`config.mk`:
```
export PLATFORM = sky130hd
export DESIGN_NAME = rsv_lock_unit
export DESIGN_NICKNAME = d
export VERILOG_FILES = /design/src/rtl/rsv_pkg.sv /design/src/rtl/rsv_match.sv /design/src/rtl/rsv_age.sv /design/src/rtl/rsv_pick.sv /design/src/rtl/rsv_lock_unit.sv
export SDC_FILE = /design/constraint.sdc
export NUM_CORES = 1
export LEC_CHECK = 0
export BUFFER_PORTS_ARGS = -buffer_cell sky130_fd_sc_hd__buf_4
export CAP_MARGIN = 30
export CORE_UTILIZATION = 50
export CTS_CLUSTER_SIZE = 20
export DETAILED_ROUTE_END_ITERATION = 10
export HOLD_SLACK_MARGIN = 0.06
export PLACE_DENSITY = 0.72
export SLEW_MARGIN = 0
export SYNTH_ARGS = -nofsm -noshare
export SYNTH_HDL_FRONTEND = slang
export SYNTH_SLANG_ARGS = --single-unit
```
`constraint.sdc`:
```
create_clock -name clk -period 3.9 [get_ports clk]
set_clock_uncertainty 0.2 [all_clocks]
set_input_delay 0.78 -clock clk [delete_from_list [all_inputs] [get_ports clk]]
set_output_delay 0.78 -clock clk [all_outputs]
set_load 0.03 [all_outputs]
```
`src/rtl/rsv_pkg.sv`:
```
package rsv_pkg;
   typedef enum logic [1:0] {
      CPL_LOAD    = 2'b00,
      CPL_STORE   = 2'b01,
      CPL_ATOM_RD = 2'b10,
      CPL_ATOM_WR = 2'b11
   } cpl_kind_e;
endpackage

```
`src/rtl/rsv_match.sv`:
```
// Compares one key against every table entry and returns a hit vector.
module rsv_match #(
   parameter int ENTRIES = 4,
   parameter int LINE_W  = 32
) (
   input  logic [ENTRIES-1:0]             valid,
   input  logic [ENTRIES-1:0][LINE_W-1:0] lines,
   input  logic [LINE_W-1:0]              key,
   output logic [ENTRIES-1:0]             hit
);
   for (genvar e = 0; e < ENTRIES; e++) begin : g_cmp
      assign hit[e] = valid[e] && (lines[e] == key);
   end
endmodule

```
`src/rtl/rsv_age.sv`:
```
// Pairwise age matrix: older_q[i][j] set means entry i was touched before j.
module rsv_age #(
   parameter int ENTRIES = 4
) (
   input  logic               clk,
   input  logic               rst_n,
   input  logic               touch_en,
   input  logic [ENTRIES-1:0] touch_vec,
   output logic [ENTRIES-1:0] oldest
);
   logic [ENTRIES-1:0][ENTRIES-1:0] older_q;

   always_ff @(posedge clk) begin
      if (!rst_n) begin
         for (int i = 0; i < ENTRIES; i++)
            for (int j = 0; j < ENTRIES; j++)
               older_q[i][j] <= (i < j);
      end else if (touch_en) begin
         for (int i = 0; i < ENTRIES; i++)
            for (int j = 0; j < ENTRIES; j++)
               if (i != j) begin
                  if (touch_vec[i])      older_q[i][j] <= 1'b0;
                  else if (touch_vec[j]) older_q[i][j] <= 1'b1;
               end
      end
   end

   always_comb begin
      for (int i = 0; i < ENTRIES; i++) begin
         oldest[i] = 1'b1;
         for (int j = 0; j < ENTRIES; j++)
            if (j != i && !older_q[i][j]) oldest[i] = 1'b0;
      end
   end

   p_oldest_unique_r6: assert property (@(posedge clk) disable iff (!rst_n)
      $onehot0(oldest));
endmodule

```
`src/rtl/rsv_pick.sv`:
```
// Chooses the entry for a new line: lowest free one, else the oldest.
module rsv_pick #(
   parameter int ENTRIES = 4
) (
   input  logic [ENTRIES-1:0] valid,
   input  logic [ENTRIES-1:0] oldest,
   output logic [ENTRIES-1:0] pick
);
   logic [ENTRIES-1:0] free_vec;
   logic [ENTRIES-1:0] low_free;

   assign free_vec = ~valid;
   assign low_free = free_vec & (~free_vec + {{(ENTRIES-1){1'b0}}, 1'b1});
   assign pick     = (|free_vec) ? low_free : oldest;
endmodule

```
`src/rtl/rsv_lock_unit.sv`:
```
module rsv_lock_unit #(
   parameter int ENTRIES = 4,
   parameter int LINE_W  = 32,
   parameter int ID_W    = 4
) (
   input  logic              clk,
   input  logic              rst_n,
   input  logic              cpl_valid,
   input  logic [1:0]        cpl_kind,
   input  logic              cpl_ifetch,
   input  logic [LINE_W-1:0] cpl_line,
   input  logic [ID_W-1:0]   cpl_owner,
   input  logic              clr_valid,
   input  logic [LINE_W-1:0] clr_line,
   input  logic [LINE_W-1:0] look_line,
   output logic              look_locked,
   output logic [ID_W-1:0]   look_owner,
   output logic              atom_done,
   output logic              atom_ok
);
   import rsv_pkg::*;

   if (ENTRIES < 2 || ENTRIES > 16) begin : g_bad_entries
      $error("rsv_lock_unit: ENTRIES must lie in 2..16");
   end
   if (LINE_W < 1 || ID_W < 1) begin : g_bad_width
      $error("rsv_lock_unit: LINE_W and ID_W must be positive");
   end

   cpl_kind_e kind;
   assign kind = cpl_kind_e'(cpl_kind);

   logic [ENTRIES-1:0]             valid_q, valid_n;
   logic [ENTRIES-1:0][LINE_W-1:0] line_q, line_n;
   logic [ENTRIES-1:0][ID_W-1:0]   owner_q, owner_n;

   logic is_rd, is_wr;
   assign is_rd = cpl_valid && !cpl_ifetch && (kind == CPL_ATOM_RD);
   assign is_wr = cpl_valid && !cpl_ifetch && (kind == CPL_ATOM_WR);

   logic [ENTRIES-1:0] hit_cpl, hit_look, hit_own, oldest, pick, target;

   rsv_match #(.ENTRIES(ENTRIES), .LINE_W(LINE_W)) i_match_cpl (
      .valid(valid_q), .lines(line_q), .key(cpl_line), .hit(hit_cpl));
   rsv_match #(.ENTRIES(ENTRIES), .LINE_W(LINE_W)) i_match_look (
      .valid(valid_q), .lines(line_q), .key(look_line), .hit(hit_look));

   for (genvar e = 0; e < ENTRIES; e++) begin : g_own
      assign hit_own[e] = hit_cpl[e] && (owner_q[e] == cpl_owner);
   end

   rsv_age #(.ENTRIES(ENTRIES)) i_age (
      .clk(clk), .rst_n(rst_n), .touch_en(is_rd), .touch_vec(target),
      .oldest(oldest));
   rsv_pick #(.ENTRIES(ENTRIES)) i_pick (
      .valid(valid_q), .oldest(oldest), .pick(pick));

   assign target    = (|hit_cpl) ? hit_cpl : pick;
   assign atom_done = is_wr;
   assign atom_ok   = is_wr && (|hit_own);

   always_comb begin
      valid_n = valid_q;
      line_n  = line_q;
      owner_n = owner_q;
      for (int e = 0; e < ENTRIES; e++) begin
         if (is_rd && target[e]) begin
            valid_n[e] = 1'b1;
            line_n[e]  = cpl_line;
            owner_n[e] = cpl_owner;
         end
         if (is_wr && hit_own[e]) valid_n[e] = 1'b0;
         if (clr_valid && valid_n[e] && line_n[e] == clr_line) valid_n[e] = 1'b0;
      end
   end

   always_ff @(posedge clk) begin
      if (!rst_n) begin
         valid_q <= '0;
         line_q  <= '0;
         owner_q <= '0;
      end else begin
         valid_q <= valid_n;
         line_q  <= line_n;
         owner_q <= owner_n;
      end
   end

   always_comb begin
      look_owner = '0;
      for (int e = 0; e < ENTRIES; e++)
         if (hit_look[e]) look_owner = look_owner | owner_q[e];
   end
   assign look_locked = |hit_look;

   // ---------------- assertions ----------------
   logic              chk_rd_q, chk_ok_q, chk_clr_q;
   logic [LINE_W-1:0] chk_line_q, chk_clr_line_q;
   logic [ID_W-1:0]   chk_id_q;

   always_ff @(posedge clk) begin
      if (!rst_n) begin
         chk_rd_q       <= 1'b0;
         chk_ok_q       <= 1'b0;
         chk_clr_q      <= 1'b0;
         chk_line_q     <= '0;
         chk_clr_line_q <= '0;
         chk_id_q       <= '0;
      end else begin
         chk_rd_q       <= is_rd && !(clr_valid && clr_line == cpl_line);
         chk_ok_q       <= atom_ok;
         chk_clr_q      <= clr_valid;
         chk_line_q     <= cpl_line;
         chk_clr_line_q <= clr_line;
         chk_id_q       <= cpl_owner;
      end
   end

   logic [ENTRIES-1:0] chk_hit_line, chk_hit_clr;
   rsv_match #(.ENTRIES(ENTRIES), .LINE_W(LINE_W)) i_match_chk (
      .valid(valid_q), .lines(line_q), .key(chk_line_q), .hit(chk_hit_line));
   rsv_match #(.ENTRIES(ENTRIES), .LINE_W(LINE_W)) i_match_chk_clr (
      .valid(valid_q), .lines(line_q), .key(chk_clr_line_q), .hit(chk_hit_clr));

   logic [ENTRIES-1:0] chk_owned;
   logic               dup_line;
   always_comb begin
      dup_line = 1'b0;
      for (int i = 0; i < ENTRIES; i++) begin
         chk_owned[i] = chk_hit_line[i] && owner_q[i] == chk_id_q;
         for (int j = i + 1; j < ENTRIES; j++)
            if (valid_q[i] && valid_q[j] && line_q[i] == line_q[j]) dup_line = 1'b1;
      end
   end

   p_lock_taken_r2: assert property (@(posedge clk) disable iff (!rst_n)
      chk_rd_q |-> $countones(chk_owned) == 1);
   p_release_on_ok_r3: assert property (@(posedge clk) disable iff (!rst_n)
      chk_ok_q |-> chk_hit_line == '0);
   p_fail_keeps_r4: assert property (@(posedge clk) disable iff (!rst_n)
      (is_wr && !atom_ok && !clr_valid) |=> ($stable(valid_q) && $stable(owner_q)));
   p_ignored_r5: assert property (@(posedge clk) disable iff (!rst_n)
      (cpl_valid && (cpl_ifetch || !cpl_kind[1]) && !clr_valid)
         |=> ($stable(valid_q) && $stable(owner_q)));
   p_unique_line_r6: assert property (@(posedge clk) disable iff (!rst_n)
      !dup_line);
   p_clear_drops_r7: assert property (@(posedge clk) disable iff (!rst_n)
      chk_clr_q |-> chk_hit_clr == '0);
endmodule

```
Word level (Yosys, flattened, before mapping)
Cells that the tools add are included.
W data, S select, Z words.
{"block": "op_classes", "mux": 46, "n_addsub": 1, "n_reduce_logical": 53, "bitwise": 7, "n_eq_ne": 18}
{"op": "$eq A32 B32 Y1", "count": 12}
{"op": "$mux W32", "count": 4}
{"op": "$mux W1", "count": 36}
{"op": "$logic_and A1 B1 Y1", "count": 32}
{"op": "$mux W4", "count": 6}
{"op": "$eq A4 B4 Y1", "count": 4}
{"op": "$reduce_or A4 Y1", "count": 4}
{"op": "$or A4 B4 Y4", "count": 3}
{"op": "$reduce_and A2 Y1", "count": 6}
{"op": "$reduce_bool A2 Y1", "count": 6}
{"op": "$not A4 Y4", "count": 2}
{"op": "$reduce_or A2 Y1", "count": 4}
{"op": "$add A4 B1 Y4 const B", "count": 1}
{"op": "$and A4 B4 Y4", "count": 1}
{"op": "$eq A2 B2 Y1 const B", "count": 2}
{"op": "$logic_not A1 Y1", "count": 1}
{"op": "$not A1 Y1", "count": 1}
{"block": "word_totals", "out_inout_bits": 7, "in_bits": 107, "regBits": 160}

Logic depth before layout (Yosys ltp)
{"block": "depth", "word_depth": 12, "ltp_mapped": 13}

Cells and area by module
From an unflattened synthesis, not the netlist that was laid out.
{"block": "unflattened", "hier_cells": 1274, "area_unflattened_um2": 10945.5}
{"mod": "rsv_lock_unit", "area_per_inst_um2": 7629.8, "n_inst": 1, "seq_area_each_um2": 2962.8, "cells_each": 871}
{"mod": "rsv_match", "area_per_inst_um2": 1421.4, "n_inst": 2, "seq_area_each_um2": 0.0, "cells_each": 176}
{"mod": "rsv_age", "area_per_inst_um2": 424.2, "n_inst": 1, "seq_area_each_um2": 240.2, "cells_each": 41}
{"mod": "rsv_pick", "area_per_inst_um2": 48.8, "n_inst": 1, "seq_area_each_um2": 0.0, "cells_each": 10}

Worst setup path after synthesis
No wires, ideal clock.
{"block": "synth_timing", "kind": "input-to-reg", "start": "in cpl_line[27]", "end": "reg valid_q[0]", "stages": 12, "setup_slack_ns": -0.256, "setup_ns": 0.138, "path_buffers": 2, "arrival_time_ns": 3.818, "cell_sequence": "clkbuf_1 xor2_1 or4_1 or4_1 nor4b_1 a31o_2 buf_6 mux2i_1 o22ai_1 a211o_1 a2111oi_0 a31oi_1"}
{"block": "synth_via", "elab_chain_len": 10, "word_cells_on_any_way": 20, "cone_classes": "eq/ne: 5; mux: 4; reduce/logical: 11"}
{"element": "start: declaration", "line_no": "rsv_lock_unit.sv:11", "text": "input logic [LINE_W-1:0] cpl_line,"}
{"element": "parallel branches: the longest is 10 deep, another holds $eq A32 B32 Y1"}
{"element": "end signal: assignment", "line_no": "rsv_lock_unit.sv:83", "text": "valid_q <= valid_n;"}
{"element": "end: declaration", "line_no": "rsv_lock_unit.sv:33", "text": "logic [ENTRIES-1:0] valid_q, valid_n;"}
Several ways; the timed one is not identified.
A chain may end at the register's enable or synchronous reset.

Final worst setup path
{"block": "layout_timing", "start": "in cpl_line[3]", "end": "out atom_ok"}
{"block": "layout_via", "elab_chain_len": 5, "word_cells_on_any_way": 14, "cone_classes": "eq/ne: 4; reduce/logical: 10"}
{"element": "$eq A32 B32 Y1", "line_no": "rsv_match.sv:12", "text": "assign hit[e] = valid[e] && (lines[e] == key);"}
{"element": "$logic_and A1 B1 Y1", "line_no": "rsv_match.sv:12"}
{"element": "$logic_and A1 B1 Y1", "line_no": "rsv_lock_unit.sv:49", "text": "assign hit_own[e] = hit_cpl[e] && (owner_q[e] == cpl_owner);"}
{"element": "$reduce_or A4 Y1 (*)", "line_no": "rsv_lock_unit.sv:60", "text": "assign atom_ok = is_wr && (|hit_own);"}
{"element": "$logic_and A1 B1 Y1 (*)", "line_no": "rsv_lock_unit.sv:60"}
{"element": "end: declaration", "line_no": "rsv_lock_unit.sv:19", "text": "output logic atom_ok"}
Every way passes the cells marked *; elsewhere a longest branch is shown, timed or not.

==> flow_summary.ini <==
[power_and_ir_drop]
power.share.clock = 0.414
seqPwrFrac = 0.367
p_sw_mw = 1.56
swShare = 0.345
power_density_nw_per_um2 = 282
internal_power_mw = 2.96
p_total_mw = 4.52
leakage_nw = 6.09
max-vdd-ir-drop_mv = 0.261
p_comb_frac = 0.219

[worst_hold_path]
min_path_type = reg -> reg
hold_path_depth = 2

[drt]
wl_per_cell_um = 33.6
antenna_left = 0
vias = 14500
first_iter_violations = 2466
post_drt_via_cell_ratio = 6.84
firstDrtPassIters = 10
wl_um = 70900
drc = 0

[clock_network]
root_buffer = clkbuf_16
cts_tree = yes
clkTransAtPathRegs_ns = 0.08
clk_latency_ns = 0.47
cts_made_buffers = 17
htreeDepth = 4
cts_sinks = 160
cts_hold_buf = 0
cts_buffer_depth = 2

[critical_path]
critPathCaptureType = output pin
crit_fanout = 6
crit_top_cell = buf_4
arrival_ns = 3.01
path_class = in -> out
crit_chain = buf_4, buf_4, xnor2_2, nand4_1, nor4_2, nand3_1, or4_4, a41oi_4, buf_6
rrSetupSlack_ns = 0.08
worstSetupStartpointType = input port
cp_data_required_time_ns = 2.92
critPathBufInv = 3
cp_num_cells = 9
reg2regPathDepth = 13
slowest_stage = or4_4
critical_path.top_delay_family = simple AND/OR/NAND/NOR gates
max_stage_delay_ns = 0.48

[timing]
period_share = 1.02
slew_violations = 0
rsz0062_at_grt = true
fin_setup_tns_ns = -0.0919
slew_headroom = 0.369
layout_min_cycle_time_ns = 3.99
max_freq_mhz = 251
hold_violations = 0
tightestPinTransition_ns = 0.947
fin_hold_ws_ns = 0.277
setup_viol = 1
layout_setup_ws_ns = -0.0919

[floorplanning]
core_area_um2 = 23500
rows = 56
die_h_um = 157
dieArea_um2 = 24700
die_w_um = 157
ios = 114
initial_core_util = 0.511

[final_layout]
nNetsFinal = 1885
fill_cells = 2025
fin_cells = 2113
drive_gt1_frac = 0.277
area_growth_pct = 33.4
final_cell_mix = buf_4 (386), xnor2_1 (226), nand2_1 (172)
fin_util = 0.681
final_common_cell = buf_4

[logic_synthesis]
synth_compound_area_frac = 0.138
syn_avg_cell_area_um2 = 8.05
synth_area_um2 = 12000
synth_cell_types = 64
yosys_warnings = 0
synthXorXnorAreaFrac = 0.272
ys_ff_latch = 160
async_flop_share = 0
synth-seq-area-share = 0.266
synth_cells = 1494
yosys.area_share.simple = 0.227
synth_edf_count = 0
syn-num-nets = 1601
muxShareOfSynthArea = 0.0359
synthAdderAreaFrac = 0
synthFlopType = dfxtp_1
synth_top_family_by_area = XOR/XNOR gates

[global_routing]
grt_pass1_vias = 13400
grt_pass1_wl_um = 97400
grt_usage = 0.579
grt_max_degree = 47
gr-total-overflow = 0
antenna_found_initial = 4

[placed_design]
hpwl_um = 54700
port_buffers = 113
place_congestion = 1.24
dp_cells = 2074

[status]
violations = negative setup slack
status = finished with violations

[run]
drv_cap = 0
==> power by group through the flow <==
stage / Sequential [mW] / Combinational [mW] / Clock (mW)
2_1_floorplan: 1.69 / 0.419 / 0
3_3_place_gp: 1.70 / 0.882 / 0
5_1_grt: 1.66 / 0.977 / 1.92
3_5_place_dp: 1.70 / 0.876 / 0
6_report: 1.66 / 0.990 / 1.87
4_1_cts: 1.66 / 0.890 / 1.85
==> what timing repair did <==
| action | in CTS | in global routing |
|---|---|---|
| pin swaps | 9 | 10 |
| setup endpoints to repair | 8 | 11 |
| gates resized for setup | 31 | 38 |
| setup buffers | 1 | 4 |
==> per-layer routing <==
metal | vias to the layer above | share of wire | GRT usage
met5 | - | 0.00041 | 0.0207
met4 | 4 | 0.11 | 0.478
met3 | 515 | 0.18 | 0.340
met2 | 1448 | 0.37 | 0.775
met1 | 6757 | 0.34 | 0.652
li1 | 5730 | - | -
==> flip-flops by register name, indices dropped and copies added (netlist names) <==
register / flops
line_q: 128
owner_q: 16
valid_q: 4
i_age.older_q: 12
==> final timing paths <==
| path | start | end |
|---|---|---|
| worst min-delay path | i_age.older_q[12] | i_age.older_q[12] |
| worst max register to register | line_q[105] | valid_q[2] |
| worst max-delay path | cpl_line[3] | atom_ok |
| worst min register to register | i_age.older_q[12] | i_age.older_q[12] |
==> area by class of cell <==
| type | count | area, um2 | share of cell area |
|---|---|---|---|
| Sequential cell | 160 | 3200 | 0.200 |
| Clock buffer | 17 | 425 | 0.0265 |
| Multi-Input combinational cell | 1154 | 8540 | 0.533 |
| Clock inverter | 15 | 210 | 0.0131 |
| Timing Repair Buffer | 397 | 3070 | 0.191 |
| Inverter | 48 | 180 | 0.0112 |
| Antenna cell | 3 | 7.51 | 0.000468 |
| Tap cell | 319 | 399 | 0.0249 |
==> tightest hold or removal path, cell delays in order, from the launching register on <==
cell,delay [ns]
dfxtp_1,0.33
nor2_1,0.05
nor2_1,0.07
==> synthesized netlist by cell type (42+ instances only) <==
library cell,n,share of area
a21boi_0,96,0.060
nand2_1,174,0.054
inv_1,48,0.015
nand4_1,71,0.037
clkbuf_1,111,0.035
xor2_1,131,0.095
mux2i_1,42,0.035
dfxtp_1,160,0.27
xnor2_1,242,0.18
nor2b_1,52,0.027
nand3_1,67,0.028
nor4_1,57,0.030
==> kinds of logic after synthesis <==
| family | after synthesis |
|---|---|
| simple gates | 518 |
| flops | 160 |
| xor+xnor | 373 |
| compound gates | 220 |
| buf+inv | 180 |
| mux | 43 |
==> stage by stage <==
step	setup slack (ns)	cell area [um2]
after global placement	-0.541	14900
after CTS	0.00287	15800
final	-0.0919	16000
after global routing	-0.116	16000
after floorplan	-0.0968	12100
after detailed placement	-0.579	14900
(Power assumes the default switching activity.)
